**src/rtl/stk_pkg.sv**
```systemverilog
package stk_pkg;
  typedef enum logic [7:0] {
    OP_NOP    = 8'h00,
    OP_PUSHB  = 8'h10,
    OP_LDLOC  = 8'h15,
    OP_PUTC   = 8'h23,
    OP_HALT   = 8'h2F,
    OP_STLOC  = 8'h36,
    OP_DROP   = 8'h57,
    OP_DUP    = 8'h59,
    OP_SWAP   = 8'h5F,
    OP_ADD    = 8'h60,
    OP_SUB    = 8'h64,
    OP_AND    = 8'h7E,
    OP_OR     = 8'h80,
    OP_INCLOC = 8'h84,
    OP_JZ     = 8'h99,
    OP_JNEG   = 8'h9B,
    OP_JMP    = 8'hA7
  } opcode_e;

  typedef enum logic [3:0] {
    ST_FETCH, ST_DECODE, ST_OPND_A, ST_OPND_B,
    ST_READ, ST_WRITE, ST_WRITE2, ST_HALT, ST_ERR
  } state_e;

  typedef enum logic [1:0] {ALU_ADD, ALU_SUB, ALU_AND, ALU_OR} alu_op_e;
endpackage

```
**src/rtl/stk_alu.sv**
```systemverilog
module stk_alu
  import stk_pkg::*;
#(
  parameter int DW = 32
) (
  input  alu_op_e         op_i,
  input  logic [DW-1:0]   below_i,
  input  logic [DW-1:0]   top_i,
  output logic [DW-1:0]   res_o
);
  always_comb begin
    case (op_i)
      ALU_SUB: res_o = below_i - top_i;
      ALU_AND: res_o = below_i & top_i;
      ALU_OR:  res_o = below_i | top_i;
      default: res_o = below_i + top_i;
    endcase
  end
endmodule

```
**src/rtl/stk_branch.sv**
```systemverilog
module stk_branch
  import stk_pkg::*;
#(
  parameter int DW = 32
) (
  input  logic [7:0]      op_i,
  input  logic [DW-1:0]   base_i,
  input  logic [7:0]      hi_i,
  input  logic [7:0]      lo_i,
  input  logic [DW-1:0]   cond_i,
  output logic [DW-1:0]   target_o,
  output logic            take_o
);
  localparam int EXT = DW - 16;

  assign target_o = base_i + {{EXT{hi_i[7]}}, hi_i, lo_i};

  always_comb begin
    case (op_i)
      OP_JMP:  take_o = 1'b1;
      OP_JZ:   take_o = (cond_i == '0);
      OP_JNEG: take_o = cond_i[DW-1];
      default: take_o = 1'b0;
    endcase
  end
endmodule

```
**src/rtl/stk_core.sv**
```systemverilog
module stk_core
  import stk_pkg::*;
#(
  parameter int DW      = 32,
  parameter int LV_BASE = 1024
) (
  input  logic          clk_i,
  input  logic          rst_ni,
  output logic          fetch_req_o,
  output logic [DW-1:0] fetch_addr_o,
  input  logic          fetch_valid_i,
  input  logic [7:0]    fetch_data_i,
  output logic          mem_req_o,
  output logic          mem_we_o,
  output logic [DW-1:0] mem_addr_o,
  output logic [DW-1:0] mem_wdata_o,
  input  logic          mem_valid_i,
  input  logic [DW-1:0] mem_rdata_i,
  output logic          char_valid_o,
  output logic [7:0]    char_o,
  output logic          halted_o,
  output logic          illegal_o,
  output logic [DW-1:0] pc_o,
  output logic [DW-1:0] sp_o,
  output logic [DW-1:0] tos_o
);
  localparam logic [DW-1:0] LV      = DW'(LV_BASE);
  localparam logic [DW-1:0] SP_INIT = DW'(LV_BASE - 1);

  state_e        state_q;
  logic [7:0]    ir_q, hi_q, char_q;
  logic [DW-1:0] pc_q, sp_q, tos_q, h_q, opc_q, mar_q, mdr_q;
  logic          char_valid_q;

  logic [DW-1:0] sp_inc, sp_dec, byte_sext, byte_zext, alu_res, br_target;
  logic          br_take;
  alu_op_e       alu_op;

  assign sp_inc    = sp_q + 1'b1;
  assign sp_dec    = sp_q - 1'b1;
  assign byte_sext = {{(DW-8){fetch_data_i[7]}}, fetch_data_i};
  assign byte_zext = {{(DW-8){1'b0}}, fetch_data_i};

  always_comb begin
    case (ir_q)
      OP_SUB:  alu_op = ALU_SUB;
      OP_AND:  alu_op = ALU_AND;
      OP_OR:   alu_op = ALU_OR;
      default: alu_op = ALU_ADD;
    endcase
  end

  stk_alu #(.DW(DW)) u_alu (
    .op_i(alu_op), .below_i(mem_rdata_i), .top_i(h_q), .res_o(alu_res)
  );

  stk_branch #(.DW(DW)) u_branch (
    .op_i(ir_q), .base_i(opc_q), .hi_i(hi_q), .lo_i(fetch_data_i),
    .cond_i(h_q), .target_o(br_target), .take_o(br_take)
  );

  always_ff @(posedge clk_i or negedge rst_ni) begin
    if (!rst_ni) begin
      state_q      <= ST_FETCH;
      ir_q         <= '0;
      hi_q         <= '0;
      pc_q         <= '0;
      sp_q         <= SP_INIT;
      tos_q        <= '0;
      h_q          <= '0;
      opc_q        <= '0;
      mar_q        <= '0;
      mdr_q        <= '0;
      char_valid_q <= 1'b0;
      char_q       <= '0;
    end else begin
      char_valid_q <= 1'b0;
      case (state_q)
        ST_FETCH: if (fetch_valid_i) begin
          ir_q    <= fetch_data_i;
          opc_q   <= pc_q;
          pc_q    <= pc_q + 1'b1;
          state_q <= ST_DECODE;
        end
        ST_DECODE: begin
          case (ir_q)
            OP_NOP: state_q <= ST_FETCH;
            OP_PUSHB, OP_LDLOC, OP_STLOC, OP_INCLOC, OP_PUTC, OP_JMP:
              state_q <= ST_OPND_A;
            OP_JZ, OP_JNEG, OP_ADD, OP_SUB, OP_AND, OP_OR: begin
              h_q     <= tos_q;   // popped value / upper operand
              sp_q    <= sp_dec;
              mar_q   <= sp_dec;
              state_q <= ST_READ;
            end
            OP_DROP: begin
              sp_q    <= sp_dec;
              mar_q   <= sp_dec;
              state_q <= ST_READ;
            end
            OP_DUP: begin
              sp_q    <= sp_inc;
              mar_q   <= sp_inc;
              mdr_q   <= tos_q;
              state_q <= ST_WRITE;
            end
            OP_SWAP: begin
              mar_q   <= sp_dec;
              state_q <= ST_READ;
            end
            OP_HALT: state_q <= ST_HALT;
            default: state_q <= ST_ERR;
          endcase
        end
        ST_OPND_A: if (fetch_valid_i) begin
          pc_q <= pc_q + 1'b1;
          case (ir_q)
            OP_PUSHB: begin
              sp_q    <= sp_inc;
              mar_q   <= sp_inc;
              mdr_q   <= byte_sext;
              tos_q   <= byte_sext;
              state_q <= ST_WRITE;
            end
            OP_LDLOC, OP_INCLOC: begin
              mar_q   <= LV + byte_zext;
              state_q <= ST_READ;
            end
            OP_STLOC: begin
              mar_q   <= LV + byte_zext;
              mdr_q   <= tos_q;
              state_q <= ST_WRITE;
            end
            OP_PUTC: begin
              char_valid_q <= 1'b1;
              char_q       <= fetch_data_i;
              state_q      <= ST_FETCH;
            end
            default: begin
              hi_q    <= fetch_data_i;
              state_q <= ST_OPND_B;
            end
          endcase
        end
        ST_OPND_B: if (fetch_valid_i) begin
          if (ir_q == OP_INCLOC) begin
            pc_q    <= pc_q + 1'b1;
            mdr_q   <= mdr_q + byte_sext;
            state_q <= ST_WRITE;
          end else begin
            pc_q    <= br_take ? br_target : pc_q + 1'b1;
            state_q <= ST_FETCH;
          end
        end
        ST_READ: if (mem_valid_i) begin
          case (ir_q)
            OP_DROP, OP_STLOC: begin
              tos_q   <= mem_rdata_i;
              state_q <= ST_FETCH;
            end
            OP_JZ, OP_JNEG: begin
              tos_q   <= mem_rdata_i;
              state_q <= ST_OPND_A;
            end
            OP_LDLOC: begin
              tos_q   <= mem_rdata_i;
              mdr_q   <= mem_rdata_i;
              sp_q    <= sp_inc;
              mar_q   <= sp_inc;
              state_q <= ST_WRITE;
            end
            OP_INCLOC: begin
              mdr_q   <= mem_rdata_i;
              state_q <= ST_OPND_B;
            end
            OP_SWAP: begin
              h_q     <= mem_rdata_i;
              mdr_q   <= mem_rdata_i;
              mar_q   <= sp_q;
              state_q <= ST_WRITE;
            end
            default: begin
              tos_q   <= alu_res;
              mdr_q   <= alu_res;
              state_q <= ST_WRITE;
            end
          endcase
        end
        ST_WRITE: if (mem_valid_i) begin
          case (ir_q)
            OP_STLOC: begin
              sp_q    <= sp_dec;
              mar_q   <= sp_dec;
              state_q <= ST_READ;
            end
            OP_SWAP: begin
              mar_q   <= sp_dec;
              mdr_q   <= tos_q;
              tos_q   <= h_q;
              state_q <= ST_WRITE2;
            end
            default: state_q <= ST_FETCH;
          endcase
        end
        ST_WRITE2: if (mem_valid_i) state_q <= ST_FETCH;
        default: state_q <= state_q;
      endcase
    end
  end

  assign fetch_req_o  = (state_q == ST_FETCH) || (state_q == ST_OPND_A) || (state_q == ST_OPND_B);
  assign fetch_addr_o = pc_q;
  assign mem_req_o    = (state_q == ST_READ) || (state_q == ST_WRITE) || (state_q == ST_WRITE2);
  assign mem_we_o     = (state_q == ST_WRITE) || (state_q == ST_WRITE2);
  assign mem_addr_o   = mar_q;
  assign mem_wdata_o  = mdr_q;
  assign char_valid_o = char_valid_q;
  assign char_o       = char_q;
  assign halted_o     = (state_q == ST_HALT);
  assign illegal_o    = (state_q == ST_ERR);
  assign pc_o         = pc_q;
  assign sp_o         = sp_q;
  assign tos_o        = tos_q;

  assert_pc_step_R2: assert property (@(posedge clk_i) disable iff (!rst_ni)
    (state_q == ST_FETCH && fetch_valid_i) |=> (pc_q == $past(pc_q) + 1'b1));

  assert_sp_single_step_R5: assert property (@(posedge clk_i) disable iff (!rst_ni)
    (sp_q != $past(sp_q)) |-> (sp_q == $past(sp_q) + 1'b1 || sp_q == $past(sp_q) - 1'b1));

  assert_char_pulse_R11: assert property (@(posedge clk_i) disable iff (!rst_ni)
    char_valid_o |=> !char_valid_o);

  assert_halt_sticky_R12: assert property (@(posedge clk_i) disable iff (!rst_ni)
    halted_o |=> (halted_o && !fetch_req_o && $stable(pc_q)));

  assert_illegal_sticky_R13: assert property (@(posedge clk_i) disable iff (!rst_ni)
    illegal_o |=> (illegal_o && !fetch_req_o && !mem_req_o));
endmodule

```
**config.mk**
```make
export PLATFORM = sky130hd
export DESIGN_NAME = stk_core
export DESIGN_NICKNAME = d
export VERILOG_FILES = /design/src/rtl/stk_pkg.sv /design/src/rtl/stk_alu.sv /design/src/rtl/stk_branch.sv /design/src/rtl/stk_core.sv
export SDC_FILE = /design/constraint.sdc
export NUM_CORES = 1
export LEC_CHECK = 0
export BUFFER_PORTS_ARGS = -buffer_cell sky130_fd_sc_hd__buf_2
export CAP_MARGIN = 20
export CORE_ASPECT_RATIO = 0.8
export CORE_UTILIZATION = 61
export CTS_CLUSTER_DIAMETER = 30
export CTS_CLUSTER_SIZE = 40
export DETAILED_ROUTE_END_ITERATION = 6
export PLACE_DENSITY = 0.94
export SLEW_MARGIN = 40
export SYNTH_ARGS = -nofsm -noshare
export SYNTH_HDL_FRONTEND = slang
export SYNTH_SLANG_ARGS = --single-unit
export TNS_END_PERCENT = 10
```
**constraint.sdc**
```tcl
create_clock -name clk_i -period 6.2 [get_ports clk_i]
set_input_delay 0.62 -clock clk_i [delete_from_list [all_inputs] [get_ports clk_i]]
set_output_delay 0.62 -clock clk_i [all_outputs]
set_load 0.01 [all_outputs]
```
# Word-level counts from Yosys, hierarchy flattened
# Index checks and enable logic that the tools add are counted.
dict set report word_totals {
  ff_bits 253
  input_bits 44
  output_inout_bits 206
  word_cells 173
}
dict set report op_classes {
  addsub 8
  n_eq_ne 50
  n_mux 60
  n_bitwise 3
  reduce_logical 40
}
# operator count
set op_table {}
lappend op_table {{2-to-1 mux 32 bit} 29}
lappend op_table {{one-hot mux 32 bit (2 select lines)} 9}
lappend op_table {{one-hot mux 32 bit (4 select lines)} 2}
lappend op_table {{one-hot mux 32 bit (3 select lines)} 2}
lappend op_table {{one-hot mux 32 bit (5 select lines)} 1}
lappend op_table {{adder 32 bit} 3}
lappend op_table {{adder 32 x 1 -> 32 bit, second input constant} 2}
lappend op_table {{== test 8 x 7 -> 1 bit, second input constant} 6}
lappend op_table {{== test 8 bit, second input constant} 5}
lappend op_table {{bitwise AND 32 bit} 1}
lappend op_table {{zero test 32 bit} 1}
lappend op_table {{bitwise OR 32 bit} 1}
lappend op_table {{subtractor 32 x 1 -> 32 bit, second input constant} 1}
lappend op_table {{subtractor 32 bit} 1}
lappend op_table {{one-hot mux 4 bit (7 select lines)} 1}
lappend op_table {{== test 8 x 6 -> 1 bit, second input constant} 3}
lappend op_table {{2-to-1 mux 4 bit} 6}
lappend op_table {{!= test 2 bit, second input constant} 12}
lappend op_table {{one-hot mux 4 bit (5 select lines)} 1}
lappend op_table {{one-hot mux 3 bit (3 select lines)} 2}
lappend op_table {{== test 4 x 3 -> 1 bit, second input constant} 4}
lappend op_table {{== test 8 x 5 -> 1 bit, second input constant} 2}
lappend op_table {{AND reduction 8 bit} 2}
lappend op_table {{AND reduction 7 bit} 2}
lappend op_table {{35 further kinds} 62}

# Longest topological paths before layout
# Gate-level depths: netlist (run 1).
dict set report logic_depth {
  depth_word 7
  ltp_mapped 20
  mapped_depth_nobuf 18
}

# By module
# Synthesis (run 1) repeated with hierarchy kept, for this count alone.
dict set report hier_totals {
  cells_unflattened 2910
  hier_area_um2 22676.7
}
# mod instances cells_per_inst area_per_inst_um2 seq_area_each_um2
set by_module_without_submodules {}
lappend by_module_without_submodules {stk_core 1 2208 17802.1 6343.6}
lappend by_module_without_submodules {stk_alu 1 444 3015.4 0.0}
lappend by_module_without_submodules {stk_branch 1 258 1859.3 0.0}

# Worst setup path after synthesis (run 1)
# OpenSTA, ideal clock, no wires.
dict set report synth_timing {
  path_kind {register to register}
  startpoint {reg h_q[13]}
  endpoint {reg mdr_q[30] (netlist: mem_wdata_o[30])}
  setup_time_ps 124
  t_arrival_ps 4301
  required_time_ps 6076
  slack_ps 1775
  stages_incl_launch_ff 17
  path_buffers 2
  period_less_slack_ps 4425
  cell_sequence {dfrtp_1 > clkbuf_1 > or4_1 > or3_1 > or3_1 > o41ai_1 > xor2_1 > ha_1 > and3_1 > and3_1 > buf_1 > and3_1 > a211o_1 > a21oi_1 > xnor2_1 > a211o_1 > a211o_1}
}
dict set report synth_via {
  elab_chain_len 5
  elab_cells_between_ends 6
  cone_classes {add/sub (2); mux (4)}
}
# item line
set synth_lines {}
lappend synth_lines {{start, declared} stk_core.sv:32} ;# logic [DW-1:0] pc_q, sp_q, tos_q, h_q, opc_q, mar_q, mdr_q;
lappend synth_lines {{start signal, assigned} stk_core.sv:91} ;# h_q <= tos_q;
lappend synth_lines {{start signal, assigned} stk_core.sv:177} ;# h_q <= mem_rdata_i;
lappend synth_lines {{adder 32 bit or subtractor 32 bit (tied branches)} {stk_alu.sv:16, stk_alu.sv:13}}
lappend synth_lines {{one-hot mux 32 bit (3 select lines) *} stk_alu.sv:12} ;# case (op_i)
lappend synth_lines {{one-hot mux 32 bit (2 select lines) *} stk_core.sv:156} ;# case (ir_q)
lappend synth_lines {{2-to-1 mux 32 bit *} stk_core.sv:155} ;# ST_READ: if (mem_valid_i) begin
lappend synth_lines {{one-hot mux 32 bit (5 select lines) *} stk_core.sv:78} ;# case (state_q)
lappend synth_lines {{end signal, assigned} stk_core.sv:148} ;# mdr_q <= mdr_q + byte_sext;
lappend synth_lines {{end signal, assigned} stk_core.sv:167} ;# mdr_q <= mem_rdata_i;
lappend synth_lines {{end signal, assigned} stk_core.sv:173} ;# mdr_q <= mem_rdata_i;
lappend synth_lines {{end, declared} stk_core.sv:32}
# Mark *: on every way between the ends. The rest lies on a longest branch, timed or not. The select of a mux whose other input is x is not followed.
# A chain may end at the register's enable or synchronous reset.

# Worst setup path after layout (run 1)
dict set report layout_timing {
  startpoint {reg ir_q[6]}
  endpoint {reg tos_q[26] (netlist: tos_o[26])}
}
dict set report layout_via {
  elab_chain_len 7
  elab_cells_between_ends 25
  cone_classes {eq/ne (17); mux (5); reduce/logical (3)}
}
# item line
set layout_lines {}
lappend layout_lines {{start, declared} stk_core.sv:31} ;# logic [7:0] ir_q, hi_q, char_q;
lappend layout_lines {{start signal, assigned} stk_core.sv:80} ;# ir_q <= fetch_data_i;
lappend layout_lines {{== test 8 bit or == test 8 x 7 -> 1 bit (tied branches)} stk_core.sv:45} ;# case (ir_q)
lappend layout_lines {{one-hot mux 2 bit (3 select lines)} stk_core.sv:45}
lappend layout_lines {{== test 2 bit or == test 2 x 1 -> 1 bit (tied branches)} stk_alu.sv:12}
lappend layout_lines {{one-hot mux 32 bit (3 select lines)} stk_alu.sv:12}
lappend layout_lines {{one-hot mux 32 bit (2 select lines)} stk_core.sv:156}
lappend layout_lines {{2-to-1 mux 32 bit} stk_core.sv:155}
lappend layout_lines {{one-hot mux 32 bit (3 select lines)} stk_core.sv:78}
lappend layout_lines {{end signal, assigned} stk_core.sv:158} ;# tos_q <= mem_rdata_i;
lappend layout_lines {{end signal, assigned} stk_core.sv:162} ;# tos_q <= mem_rdata_i;
lappend layout_lines {{end signal, assigned} stk_core.sv:166} ;# tos_q <= mem_rdata_i;
lappend layout_lines {{end, declared} stk_core.sv:32}
# Parallel ways exist; a longest one is shown, timed or not. The select of a mux whose other input is x is not followed.

==> results of run 1 <==
==> state kept, by name (all words and copies together), names as in the netlist <==
name and flops:
opc_q 32, ir_q 8, tos_o 32, char_o 8, sp_o 32, state_q 4
fetch_addr_o 32, h_q 32, mem_addr_o 32, char_valid_o 1, hi_q 8, mem_wdata_o 32
==> cell families after synthesis <==
family          count (synthesis)  synth area share (%)
flops                         253                  29.2
mux                            67                  3.36
fa+ha+maj                     110                  6.35
buf+inv                       281                  5.56
compound gates                958                  27.5
xor+xnor                      159                  6.41
simple gates                 1022                  21.7
==> per-stage QoR <==
stage / hold slack [ns] / cell area (um^2) / setup slack [ns] / instances
6_report: 0.339 / 25200 / 1.22 / 3502
3_3_place_gp: 0.456 / 23000 / 1.51 / 3386
5_1_grt: 0.349 / 25200 / 1.04 / 3502
3_5_place_dp: 0.458 / 23100 / 1.28 / 3388
2_1_floorplan: 0.324 / 21700 / 1.77 / 2850
4_1_cts: 0.329 / 25100 / 1.27 / 3500
==> worst min path at each step <==
stage	from	to	slack [ns]	depth (start not counted)
after floorplan	rst_ni	char_o[0]	0.32	0
after global placement	char_o[7]	char_o[7]	0.46	2
after detailed placement	char_o[5]	char_o[5]	0.46	2
after CTS	mem_rdata_i[8]	h_q[8]	0.33	3
after global routing	mem_rdata_i[17]	h_q[17]	0.35	3
final	mem_rdata_i[8]	h_q[8]	0.34	3
==> where the power goes <==
group          switching (mW)  internal, mW  leakage [nW]
Clock                    1.08          2.15         0.990
Sequential               1.17          2.25          3.18
Combinational            4.50          3.02          7.15
Total                    6.75          7.42          11.3
==> layout by cell type (no fill, tap or decap), types with 37 or more instances in the layout <==
| cell type | Yosys | layout |
|---|---|---|
| nand2_1 | 331 | 331 |
| a21oi_1 | 328 | 327 |
| nor2_1 | 315 | 308 |
| buf_2 | 8 | 248 |
| dfrtp_1 | 243 | 243 |
| o21ai_0 | 218 | 216 |
| xnor2_1 | 107 | 107 |
| ha_1 | 99 | 99 |
| nand3_1 | 84 | 82 |
| clkbuf_16 | 0 | 61 |
| a31oi_1 | 59 | 59 |
| a21o_1 | 58 | 58 |
| xor2_1 | 52 | 52 |
| inv_1 | 50 | 50 |
| nor3_1 | 56 | 49 |
| mux2_2 | 47 | 47 |
| buf_4 | 32 | 45 |
| a221oi_1 | 38 | 37 |
==> critical path, delay by kind of cell, from the launching register on <==
family	cells	cell delay, ns
XOR/XNOR	2	0.34
AND/OR/NAND/NOR	3	1.06
flip-flops	1	0.47
AO/OA/AOI/OAI	10	2.61
adder cells (fa/ha/maj)	1	0.35
==> metal layers <==
layer,GRT usage [%],wire (um),vias to the layer above
li1,-,-,10600
met2,63.2,33800,2148
met3,16.6,14400,351
met4,17.7,3270,2
met1,61.4,31600,11400
met5,0,15,-
==> area by class of cell <==
cell class,instances,area share (%)
Multi-Input combinational cell,2316,56.9
Sequential cell,253,25.2
Clock buffer,78,6.64
Timing Repair Buffer,297,6.56
Tap cell,472,2.35
Clock inverter,33,1.56
Inverter,51,0.761
Antenna cell,2,0.0199
==> results.txt, run 1 <==
Chip height -> 171 um
Async S/R FF share, synth -> 100%
Worst min path class -> in2reg
Violations in the final reports -> design-rule violations
Pins Over Slew Limit -> 0
First-pass GRT wire length -> 127000 um
R2R Path End -> tos_o[26]
Primary FF master, synth -> dfrtp_1
Clock transition at the registers of the reported paths -> 0.05 ns
Post-synthesis sequential area ratio -> 29.2%
Slowest cell on the critical path -> nor2_1
GRT Total Usage -> 44.7%
RePlAce Congestion -> 1.04
Core region area -> 34900 um^2
Crit. End Element -> flip-flop
Syn Area/Cell -> 7.62 um^2
Synth Cell Area -> 21700 um^2
Clk root buf -> clkbuf_16
Avg WL per Cell -> 23.7 um
Post-CTS setup buffers -> 0
Max_cap viols -> 0
Starting density of the core -> 62.3%
CTS tree -> built
CTS Sinks -> 253
CP arrival -> 5.42 ns
Layout cell share with drive strength beyond 1 -> 16.8%
Share of the synthesized area in the top cell type -> 28.0%
Synth top cells by count -> nand2_1 (331), a21oi_1 (328), nor2_1 (315), dfrtp_1 (243), o21ai_0 (218)
Worst Clk Skew -> 0.0218 ns
CP startpoint kind -> flip-flop
Post-Syn Nets -> 2996
Synth top area cells -> dfrtp_1 (28%), a21oi_1 (7.6%), nand2_1 (5.7%)
Area leader, netlist -> dfrtp_1
Ports -> 250
Power after layout -> 14.2 mW
Reg area -> 6340 um^2
Multi-input logic area -> 14300 um^2
Cell breakdown of the critical path -> nor2b_1 > nand3_1 > nor2_1 > a21oi_1 > xnor2_1 > ha_1 > a21o_1 > a221oi_1 > a2111oi_1 > o21ai_0 > o211ai_1 > a21oi_1 > o21bai_1 > xor2_1 > a2111oi_0 > a211oi_1
Synth Instances -> 2850
Via count -> 24500
Nets@finish -> 3125
# fillers -> 2586
Worst setup startpoint -> ir_q[6]
H-tree levels -> 2
Crit path kind -> reg2reg
Crit path to -> tos_o[26]
Drt total wl -> 83100 um
Largest net degree at the start of global routing -> 132
Initial antenna violation count -> 6
Maximum vdd drop -> 0.401 mV
Slew @ Worst Pin -> 0.950 ns
Buffers on Ports -> 249
Final ANT Viol Nets -> 0
Die footprint -> 36400 um^2
PwrDens -> 563 nW/um^2
R2R Setup Slk -> 1.22 ns
CP most frequent cell -> a21oi_1
Max Clk Rate -> 201 MHz
Via-to-Cell Ratio -> 7.00
Final period utilization -> 80.2%
Crit Path Max Fanout -> 9
Cell with the most instances after synthesis -> nand2_1
Pleak -> 11.3 nW
Post-synth EDFFs -> 0
Total CTS buffers -> 60
Max Root-Sink Buffers -> 3
Final setup fails -> 0
FF+latch count, synth -> 253
DP HPWL -> 57200 um
RSZ-0062 raised after global routing -> no
Synth-to-Final Area Change -> 15.8%
Worst slew margin -> 36.3%
1st-iter DRT viols -> 4089
Yosys cell types -> 86
Vias in the first global route -> 22500
Worst R2R Start -> ir_q[6]
Clock latency on the worst-skew pair -> 0.60 ns
Grt ovf -> 0
Pre-antenna DRT Iters -> 7
Post-CTS Hold Buffers -> 1
Core Util, Final -> 72.1%
Post-cts resize count -> 0
Status -> finished, violations left
Die X -> 213 um
Ys Warns -> 0
# rows -> 61
Worst R2R Path Depth -> 16
Slowest stage delay, CP -> 0.52 ns
Remaining DRCs -> 1
Final Hold Vio Count -> 0
Minimum clock period after layout -> 4.98 ns
Total negative slack -> 0 ns
Req. time, crit path -> 6.65 ns
No activity file was read; power rests on OpenSTA's default activity.
==> run 2: changes to the inputs <==
==> constraint.sdc (replaced) <==
create_clock -name clk_i -period 4.8 [get_ports clk_i]
set_input_delay 0.48 -clock clk_i [delete_from_list [all_inputs] [get_ports clk_i]]
set_output_delay 0.48 -clock clk_i [all_outputs]
set_load 0.01 [all_outputs]
==> run 2 against run 1 <==
The run still ends with design-rule violations left; final cell count up 1.2%; non-clock buffer count up 46; critical path type unchanged; final area up 1.6%; largest cell class unchanged; first-iteration DRC count up 6.6%; power up 32%; clock power up 32%; via count up 0.94%; utilization up 1.1 points; highest routed layer unchanged; largest power group unchanged; worst hold slack worse by 0.16 ns; die area unchanged; sequential power up 27%; global-route usage up 1.8 points; critical endpoint is now mem_wdata_o[29].
==> results.txt, run 2 (synthesized netlist as in run 1, its figures left out) <==
CP most frequent cell -> a21oi_1
Placed Area -> 23400 um^2
Chip height -> 171 um
RePlAce Congestion -> 1.04
Largest net degree at the start of global routing -> 98
Core Util, Final -> 73.3%
Post-placement cell count -> 3434
Worst Clk Skew -> 0.0247 ns
DP HPWL -> 59000 um
Design area -> 25600 um^2
Via-to-Cell Ratio -> 6.98
Minimum clock period after layout -> 4.56 ns
Maximum vdd drop -> 0.599 mV
Clk root buf -> clkbuf_16
GRT Total Usage -> 46.5%
Die footprint -> 36400 um^2
Ports -> 250
Pleak -> 11.6 nW
Synth-to-Final Area Change -> 17.6%
Avg WL per Cell -> 24.1 um
Req. time, crit path -> 5.28 ns
Slowest stage delay, CP -> 0.57 ns
Via count -> 24700
CTS Sinks -> 253
PwrDens -> 732 nW/um^2
Clock transition at the registers of the reported paths -> 0.05 ns
CP startpoint kind -> flip-flop
RSZ-0062 raised after global routing -> no
Status -> finished, violations left
Most common library cell in the layout ignoring fill and taps -> nand2_1
Total CTS buffers -> 57
Post-route insts no fill -> 3545
Violations in the final reports -> design-rule violations
CP top delay family -> compound AO/OA/AOI/OAI gates
Crit path kind -> reg2reg
Clock latency on the worst-skew pair -> 0.61 ns
Layout cell share with drive strength beyond 1 -> 18.3%
Final ANT Viol Nets -> 0
Worst min path class -> in2reg
First-pass GRT wire length -> 131000 um
Buffers on Ports -> 249
Crit. End Element -> flip-flop
Grt ovf -> 0
Worst slew margin -> 39.8%
Starting density of the core -> 62.3%
Final setup fails -> 0
Final period utilization -> 94.9%
Core region area -> 34900 um^2
H-tree levels -> 2
WP buf/inv -> 0
Commonest non-fill, non-tap cells in the layout -> nand2_1 (331), a21oi_1 (326), nor2_1 (309)
Max_cap viols -> 0
Crit Path Max Fanout -> 4
Final Hold Vio Count -> 0
Max Root-Sink Buffers -> 3
CTS tree -> built
Remaining DRCs -> 19
Nets@finish -> 3168
Pre-antenna DRT Iters -> 7
Initial antenna violation count -> 6
CP arrival -> 5.04 ns
Pins Over Slew Limit -> 0
Vias in the first global route -> 23100
Total negative slack -> 0 ns
Slew @ Worst Pin -> 0.904 ns
Cell breakdown of the critical path -> or4_1 > or3_1 > or3_4 > o41ai_4 > xor2_1 > ha_1 > a21oi_1 > o211ai_1 > a21o_1 > a21o_1 > nor2_1 > a21oi_1 > a21oi_1 > xor2_1 > a21oi_1 > o32a_1
Die X -> 213 um
# rows -> 61
Max Clk Rate -> 219 MHz
Drt total wl -> 85400 um
Slowest cell on the critical path -> or4_1
1st-iter DRT viols -> 4359
## run 2: path summary, 6_finish.rpt
kind                                startpoint         endpoint  slack, ns  depth (start not counted)
worst max-delay path                   h_q[13]  mem_wdata_o[29]       0.24                         16
worst min-delay path            mem_rdata_i[8]           h_q[8]       0.18                          3
worst max register to register         h_q[13]  mem_wdata_o[29]       0.24                         16
worst min register to register       char_o[4]        char_o[4]       0.48                          2
max in group asynchronous               rst_ni          h_q[12]       3.28                          3
min in group asynchronous               rst_ni   mem_addr_o[30]       0.48                          2
## run 2: metrics by stage
stage                     worst slack (ns)  hold slack [ns]  total power, mW
after floorplan                      0.375            0.184             10.7
after global placement               0.199            0.457             13.5
after detailed placement             0.214            0.460             13.8
after CTS                            0.185            0.169             18.2
after global routing               0.00173            0.198             19.8
final                                0.244            0.179             18.7
## run 2: what timing repair did
item / in CTS / in global routing
setup buffers: 0 / 0
resized for setup: 0 / 8
hold endpoints to repair: 86 / 0
hold buffers: 1 / 0
setup endpoints to repair: 0 / 10
## run 2: cell type report
class | count | area (um^2)
Clock buffer | 63 | 1480
Inverter | 51 | 191
Fill cell | 2556 | 9330
Timing Repair Buffer | 343 | 1990
Antenna cell | 2 | 5.00
Sequential cell | 253 | 6340
Multi-Input combinational cell | 2316 | 14300
Tap cell | 472 | 591
Clock inverter | 45 | 612
## run 2: worst reg2reg max path, cell delays in order, from the launching register on
cell and delay [ns]:
dfrtp_1 0.38, or4_1 0.57, or3_1 0.38, or3_4 0.44, o41ai_4 0.25, xor2_1 0.18, ha_1 0.28, a21oi_1 0.17
o211ai_1 0.14, a21o_1 0.19, a21o_1 0.20, nor2_1 0.15, a21oi_1 0.15, a21oi_1 0.21, xor2_1 0.28, a21oi_1 0.12
o32a_1 0.35
## run 2: power by group
| part | internal [mW] | leakage [nW] | switching [mW] |
|---|---|---|---|
| logic | 4.09 | 7.38 | 6.03 |
| registers | 2.90 | 3.18 | 1.43 |
| clock network | 2.76 | 1.00 | 1.49 |
| total | 9.76 | 11.6 | 8.95 |
## run 2: per-layer routing
layer  part of all wire (%)  GRT usage [%]  wire length (um)  vias up
met5                   0.32           4.69               276        -
met4                    4.0           17.6              3410        8
met3                     17           19.4             14100      377
met2                     41           65.1             35000     2021
met1                     38           62.9             32600    11600
li1                       -              -                 -    10700
